===== src/rtl/strb_in_pkg.sv =====
package strb_in_pkg;
  typedef struct packed {
    logic rise;
    logic fall;
  } edge_t;
endpackage


===== src/rtl/strb_in_sync.sv =====
module strb_in_sync #(
  parameter int unsigned W = 1,
  parameter int unsigned STAGES = 2,
  parameter logic [W-1:0] RST_VAL = '0
) (
  input  logic         clk,
  input  logic         rst_n,
  input  logic [W-1:0] din,
  output logic [W-1:0] dout
);
  logic [STAGES-1:0][W-1:0] stg_q;

  always_ff @(posedge clk or negedge rst_n) begin
    if (!rst_n) begin
      for (int i = 0; i < int'(STAGES); i++) stg_q[i] <= RST_VAL;
    end else begin
      stg_q[0] <= din;
      for (int i = 1; i < int'(STAGES); i++) stg_q[i] <= stg_q[i-1];
    end
  end

  assign dout = stg_q[STAGES-1];
endmodule


===== src/rtl/strb_in_edge.sv =====
module strb_in_edge
  import strb_in_pkg::*;
#(
  parameter logic IDLE = 1'b0
) (
  input  logic  clk,
  input  logic  rst_n,
  input  logic  lvl,
  output edge_t evt
);
  logic prev_q;

  always_ff @(posedge clk or negedge rst_n) begin
    if (!rst_n) prev_q <= IDLE;
    else        prev_q <= lvl;
  end

  always_comb begin
    evt.rise = lvl & ~prev_q;
    evt.fall = ~lvl & prev_q;
  end
endmodule


===== src/rtl/strb_in_ctrl.sv =====
module strb_in_ctrl
  import strb_in_pkg::*;
#(
  parameter int unsigned DATA_W = 8,
  parameter int unsigned CMD_SEL_W = 3,
  parameter int unsigned INTE_BIT = 4
) (
  input  logic                 clk,
  input  logic                 rst_n,
  input  logic                 stb_s,
  input  edge_t                stb_evt,
  input  edge_t                rd_evt,
  input  logic [DATA_W-1:0]    data_s,
  input  logic                 cmd_wr,
  input  logic [CMD_SEL_W-1:0] cmd_sel,
  input  logic                 cmd_val,
  output logic [DATA_W-1:0]    latch,
  output logic                 ibf,
  output logic                 pend,
  output logic                 inte
);
  localparam logic [CMD_SEL_W-1:0] SEL_INTE = CMD_SEL_W'(INTE_BIT);

  logic [DATA_W-1:0] latch_q, latch_d;
  logic              latch_en;
  logic              ibf_q, ibf_d;
  logic              pend_q, pend_d;
  logic              inte_q, inte_d;

  always_comb begin
    latch_en = ~stb_s;
    latch_d  = data_s;

    ibf_d = ibf_q;
    if (rd_evt.fall)  ibf_d = 1'b0;
    if (stb_evt.fall) ibf_d = 1'b1;

    pend_d = pend_q;
    if (stb_evt.rise) pend_d = 1'b1;
    if (rd_evt.rise)  pend_d = 1'b0;

    inte_d = inte_q;
    if (cmd_wr && (cmd_sel == SEL_INTE)) inte_d = cmd_val;
  end

  always_ff @(posedge clk or negedge rst_n) begin
    if (!rst_n) begin
      latch_q <= '0;
      ibf_q   <= 1'b0;
      pend_q  <= 1'b0;
      inte_q  <= 1'b0;
    end else begin
      if (latch_en) latch_q <= latch_d;
      ibf_q  <= ibf_d;
      pend_q <= pend_d;
      inte_q <= inte_d;
    end
  end

  assign latch = latch_q;
  assign ibf   = ibf_q;
  assign pend  = pend_q;
  assign inte  = inte_q;
endmodule


===== src/rtl/strb_in_port.sv =====
module strb_in_port
  import strb_in_pkg::*;
#(
  parameter int unsigned DATA_W = 8,
  parameter int unsigned SYNC_STAGES = 2,
  parameter int unsigned CMD_SEL_W = 3,
  parameter int unsigned INTE_BIT = 4
) (
  input  logic                 clk,
  input  logic                 rst_n,
  input  logic [DATA_W-1:0]    pin_data,
  input  logic                 stb_n,
  input  logic                 rd_act,
  input  logic                 cmd_wr,
  input  logic [CMD_SEL_W-1:0] cmd_sel,
  input  logic                 cmd_val,
  output logic [DATA_W-1:0]    rd_data,
  output logic                 ibf,
  output logic                 intr
);
  logic              stb_s;
  logic [DATA_W-1:0] data_s;
  edge_t             stb_evt;
  edge_t             rd_evt;
  logic              pend;
  logic              inte;

  strb_in_sync #(.W(1), .STAGES(SYNC_STAGES), .RST_VAL(1'b1)) u_stb_sync (
    .clk(clk), .rst_n(rst_n), .din(stb_n), .dout(stb_s)
  );

  strb_in_sync #(.W(DATA_W), .STAGES(SYNC_STAGES), .RST_VAL('0)) u_dat_sync (
    .clk(clk), .rst_n(rst_n), .din(pin_data), .dout(data_s)
  );

  strb_in_edge #(.IDLE(1'b1)) u_stb_edge (
    .clk(clk), .rst_n(rst_n), .lvl(stb_s), .evt(stb_evt)
  );

  strb_in_edge #(.IDLE(1'b0)) u_rd_edge (
    .clk(clk), .rst_n(rst_n), .lvl(rd_act), .evt(rd_evt)
  );

  strb_in_ctrl #(.DATA_W(DATA_W), .CMD_SEL_W(CMD_SEL_W), .INTE_BIT(INTE_BIT)) u_ctrl (
    .clk(clk), .rst_n(rst_n), .stb_s(stb_s), .stb_evt(stb_evt), .rd_evt(rd_evt),
    .data_s(data_s), .cmd_wr(cmd_wr), .cmd_sel(cmd_sel), .cmd_val(cmd_val),
    .latch(rd_data), .ibf(ibf), .pend(pend), .inte(inte)
  );

  assign intr = pend & inte;
endmodule


===== config.mk =====
export PLATFORM = sky130hd
export DESIGN_NAME = strb_in_port
export DESIGN_NICKNAME = d
export VERILOG_FILES = /design/src/rtl/strb_in_pkg.sv /design/src/rtl/strb_in_sync.sv /design/src/rtl/strb_in_edge.sv /design/src/rtl/strb_in_ctrl.sv /design/src/rtl/strb_in_port.sv
export SDC_FILE = /design/constraint.sdc
export NUM_CORES = 1
export LEC_CHECK = 0
export ABC_AREA = 1
export BUFFER_PORTS_ARGS = -buffer_cell sky130_fd_sc_hd__buf_2
export CAP_MARGIN = 30
export CORE_MARGIN = 10
export CORE_UTILIZATION = 49
export CTS_BUF_LIST = sky130_fd_sc_hd__clkbuf_4 sky130_fd_sc_hd__clkbuf_8 sky130_fd_sc_hd__clkbuf_16
export DETAILED_ROUTE_END_ITERATION = 8
export PLACE_DENSITY = 0.75
export REMOVE_ABC_BUFFERS = 1
export SLEW_MARGIN = 10
export SYNTH_ARGS = -nofsm -noshare
export SYNTH_HDL_FRONTEND = slang
export SYNTH_HIERARCHICAL = 1
export SYNTH_SLANG_ARGS = --single-unit

===== constraint.sdc =====
create_clock -name clk -period 1.6 [get_ports clk]
set_clock_uncertainty 0.2 [all_clocks]
set_input_delay 0.32 -clock clk [delete_from_list [all_inputs] [get_ports clk]]
set_output_delay 0.32 -clock clk [all_outputs]
set_load 0.02 [all_outputs]

After elaboration in Yosys (flattened, before gate mapping)
Cells that the tools add are included.
- bits in registers: 31
- input bits: 17
- output and inout bits: 10
- logic and storage cells: 27
- equal/unequal tests: 1
- muxes and demuxes: 4
- bitwise gates (word level): 9
- reduce and logical (&&, ||, !) cells: 3
- operators with widths (kind ; count):
    1-bit bitwise AND ; 5
    1-bit two-way mux ; 4
    1-bit inverter ; 4
    2-bit nonzero test ; 2
    3-bit equality test, second input constant ; 1
    1-bit logical AND ; 1

Depth between registers and ports, before layout
- word-level depth: 4
- depth in mapped cells: 5
- mapped depth without buffers: 5

By module
The synthesis kept the hierarchy.
- by module, submodules not included (module ; instances ; cells an instance ; area an instance (um2) ; seq. area each (um2)):
    strb_in_sync at u_dat_sync ; 1 ; 24 ; 460.4 ; 400.4
    strb_in_ctrl ; 1 ; 47 ; 432.9 ; 275.3
    strb_in_sync at u_stb_sync ; 1 ; 2 ; 52.6 ; 52.6
    strb_in_edge at u_stb_edge ; 1 ; 5 ; 41.3 ; 26.3
    strb_in_edge at u_rd_edge ; 1 ; 5 ; 40.0 ; 25.0
    strb_in_port ; 1 ; 2 ; 7.5 ; 0.0

Least setup slack after synthesis
No wires, ideal clock.
- path type: flip-flop to flip-flop
- start point: register u_stb_sync.stg_q (netlist bit u_stb_sync/dout)
- end point: register u_ctrl.latch_q[0] (netlist: u_ctrl/latch[0])
- library setup time: 126 ps
- arrival: 775 ps
- required time: 1274 ps
- setup slack: 499 ps
- stages on the path, launching flop included: 3
- path buffers: 1
- clock period less this slack: 1101 ps
- cell sequence: dfstp_2 -> buf_6 -> o21ai_0
- RTL lines (item ; RTL line ; RTL):
    start: declaration ; strb_in_sync.sv:11 ; logic [STAGES-1:0][W-1:0] stg_q;
    end signal: assignment ; strb_in_ctrl.sv:53 ; if (latch_en) latch_q <= latch_d;
    end: declaration ; strb_in_ctrl.sv:24 ; logic [DATA_W-1:0] latch_q, latch_d;
No word-level cell between the ends.

Final worst setup path
- start point: register u_ctrl.pend_q (netlist: u_ctrl/pend)
- end point: output port intr
- cells in the longest elaborated chain, start to end: 1
- RTL lines (item ; RTL line ; RTL):
    start: declaration ; strb_in_ctrl.sv:27 ; logic pend_q, pend_d;
    start signal: assignment ; strb_in_ctrl.sv:55 ; pend_q <= pend_d;
    1-bit bitwise AND ; strb_in_port.sv:50 ; assign intr = pend & inte;
    end: declaration ; strb_in_port.sv:19 ; output logic intr
Every way passes these cells.

==> impl_metrics.csv <==
group,metric,value,unit
place,placed_cells,130,
floorplan,num_rows,16,
worst_setup_path,path_class,"reg -> out",
route,drt_wl_total,1710,µm
worst_setup_path,crit_path_start_kind,"flop",
floorplan,dieArea,0.00435,mm²
pwr,netSwitchingPower,0.339,mW
hold_path,hold_start,"cmd_val",
worst_setup_path,cp-end-kind,"primary output",
pwr,seqPwrFrac,0.588,
finish,layoutNonFillerInstCount,149,
cts,cts_sinks,31,
pwr,clockPowerShare,0.312,
timing,timing.fmax,676,MHz
synth,yosysWarnings,6,
route,drtIter0Drc,6,
timing,whs,0.0587,ns
floorplan,start_util,0.522,
finish,multi_input_area,128,µm²
cts,htree_levels,2,
pwr,ir_drop,0.901,mV
pwr,pwr-share-comb,0.100,
place,io_buffers,26,
job,maxCapViolCount,0,
timing,rsz0062_at_grt,"false",
finish,synthToLayoutAreaGrowth,26.5,%
grt,grt_pass1_wl,2760,µm
pwr,leakagePower,0.700,nW
cts,cts_buffers,5,
worst_setup_path,worstPathRequired,1.08,ns
grt,grt_max_degree,32,
timing,final-setup-viol-count,0,
floorplan,die_w,66.0,µm
grt,antenna_found_initial,0,
cts,insertion_delay,0.31,ns
cts,cts-root-buf,"clkbuf_4",
finish,fin_util,0.660,
floorplan,dieHeight,66.0,µm
route,vias_per_cell,4.30,
cts,cts_tree,"done",
timing,worst_pin_slew,0.362,ns
synth,synth.distinct_cells,10,
worst_setup_path,crit_arrival,0.96,ns
grt,grt.total_usage,0.0834,
route,drcViolationCount,0,
route,via_count,641,
finish,antenna-diode-count,0,
pwr,powerDensity,1130,mW/mm²
worst_setup_path,critPathMaxFanout,2,
synth,syn-cell-area,0.00103,mm²
synth,ys_ff_latch,31,
synth,syn_inst,85,
finish,fill_cells,153,
floorplan,core_region_area,0.00198,mm²
timing,tns,0,ns
place,gp_congestion,0.697,
timing,period_share,0.924,
timing,maxSlewHeadroom,0.759,
finish,final-seq-area,779,µm²
route,wire_per_inst,11.4,µm
cts,clk_pin_slew,0.10,ns
pwr,p_int,1.13,mW
place,dpl.hpwl,1140,µm
finish,drive_above_1_share,0.311,
finish,final_nets,138,
cts,cts_buffer_depth,2,
route,dr.pass1.iters,4,
timing,slew_viol_final,0,
grt,grt_pass1_vias,660,
synth,syn_avg_cell_area,12.2,µm²
route,final_antenna_net_count,0,
timing,layout_min_cycle_time,1.48,ns
timing,final-hold-violation-count,0,
hold_path,hold_path_class,"in -> reg",
pwr,p_sw_frac,0.230,
synth,ys_seq_area_frac,0.753,
floorplan,io_pins,27,
outcome,status,"complete, no violations",
grt,overflow,0,
worst_setup_path,r2r-start,"u_stb_sync/dout$_DFF_PN1_",
worst_setup_path,crit_start,"u_ctrl/pend$_DFFE_PN0P_",
[area by class of cell]
class,count,area share
Multi-Input combinational cell,30,0.0975
Sequential cell,31,0.596
Tap cell,27,0.0258
Inverter,15,0.0430
Clock inverter,1,0.00382
Clock buffer,7,0.0449
Timing Repair Buffer,38,0.189
[state kept, by name, summed over array words and instances, names as in the netlist]
| register | flops |
|---|---|
| u_dat_sync/stg_q | 8 |
| u_ctrl/pend | 1 |
| u_stb_sync/stg_q | 1 |
| u_stb_sync/dout | 1 |
| u_ctrl/inte | 1 |
| u_ctrl/ibf | 1 |
| u_rd_edge/prev_q | 1 |
| u_dat_sync/dout | 8 |
| u_ctrl/latch | 8 |
| u_stb_edge/prev_q | 1 |
[path summary, 6_finish.rpt]
kind                            cells past startpoint  slack [ns]                           end
worst max register to register                      4        0.36       u_ctrl/pend$_DFFE_PN0P_
worst min register to register                      0        0.13  u_dat_sync/dout[5]$_DFF_PN0_
max in group asynchronous                           3        0.54     u_stb_sync/dout$_DFF_PN1_
min in group asynchronous                           3        0.34  u_dat_sync/dout[5]$_DFF_PN0_
worst max-delay path                                3        0.12                          intr
worst min-delay path                                3        0.06       u_ctrl/inte$_DFFE_PN0P_
[cell families after synthesis]
logic type	count (synthesis)	share of synthesized area
AND/OR/NAND/NOR	21	0.0774
buffers and inverters	24	0.123
flip-flops	31	0.753
AO/OA/AOI/OAI	9	0.0460
[synth_stat cells]
library cell  number  area share
buf_4              8       0.058
buf_6              1       0.011
dfrtp_1           28        0.68
dfstp_2            3       0.076
inv_1             15       0.054
nand2_1           13       0.047
nand3_1            1      0.0048
nor2_1             7       0.025
o21ai_0            8       0.039
o21bai_1           1      0.0073
[repair_timing]
action                                 4_1_cts  5_1_grt
gates resized for setup                      0        0
hold buffers                                11        0
buffers inserted                             0        0
setup endpoints to repair                    0        0
endpoints found under the hold margin       38        0
[through the flow]
step / area, µm² / power (mW) / setup slack (ns)
6_report: 1310 / 1.47 / 0.121
5_1_grt: 1310 / 1.55 / 0.0716
4_1_cts: 1310 / 1.50 / 0.105
3_5_place_dp: 1130 / 1.01 / 0.356
3_3_place_gp: 1130 / 1.00 / 0.391
2_1_floorplan: 963 / 0.938 / 0.443
[power by group through the flow]
stage               registers, mW  logic (mW)  clock network, mW
floorplan                   0.904      0.0344                  0
global placement            0.879       0.125                  0
detailed placement          0.882       0.131                  0
CTS                         0.866       0.151              0.480
global route                0.874       0.166              0.513
finish                      0.866       0.148              0.459
[critical path, cell delays in order, from the launching register on]
cell and delay [ns]:
dfrtp_1 0.40, nand2_1 0.07, inv_1 0.03, buf_2 0.15
[per-layer routing]
layer,GRT usage,vias up,wire (µm)
li1,-,314,-
met1,0.0690,301,629
met2,0.149,23,872
met3,0.0559,3,188
met4,0.0393,0,14
met5,0,-,0
[layout by cell type (no fill, tap or decap), drive strengths merged]
cell         netlist  layout
buf                9      27
clkbuf             0       7
clkinv             0       1
dfrtp             28      28
dfstp              3       3
dlygate4sd3        0      11
inv               15      15
nand2             13      13
nand3              1       1
nor2               7       7
o21ai              8       8
o21bai             1       1
Note: power is estimated with default switching activity, not from simulation.
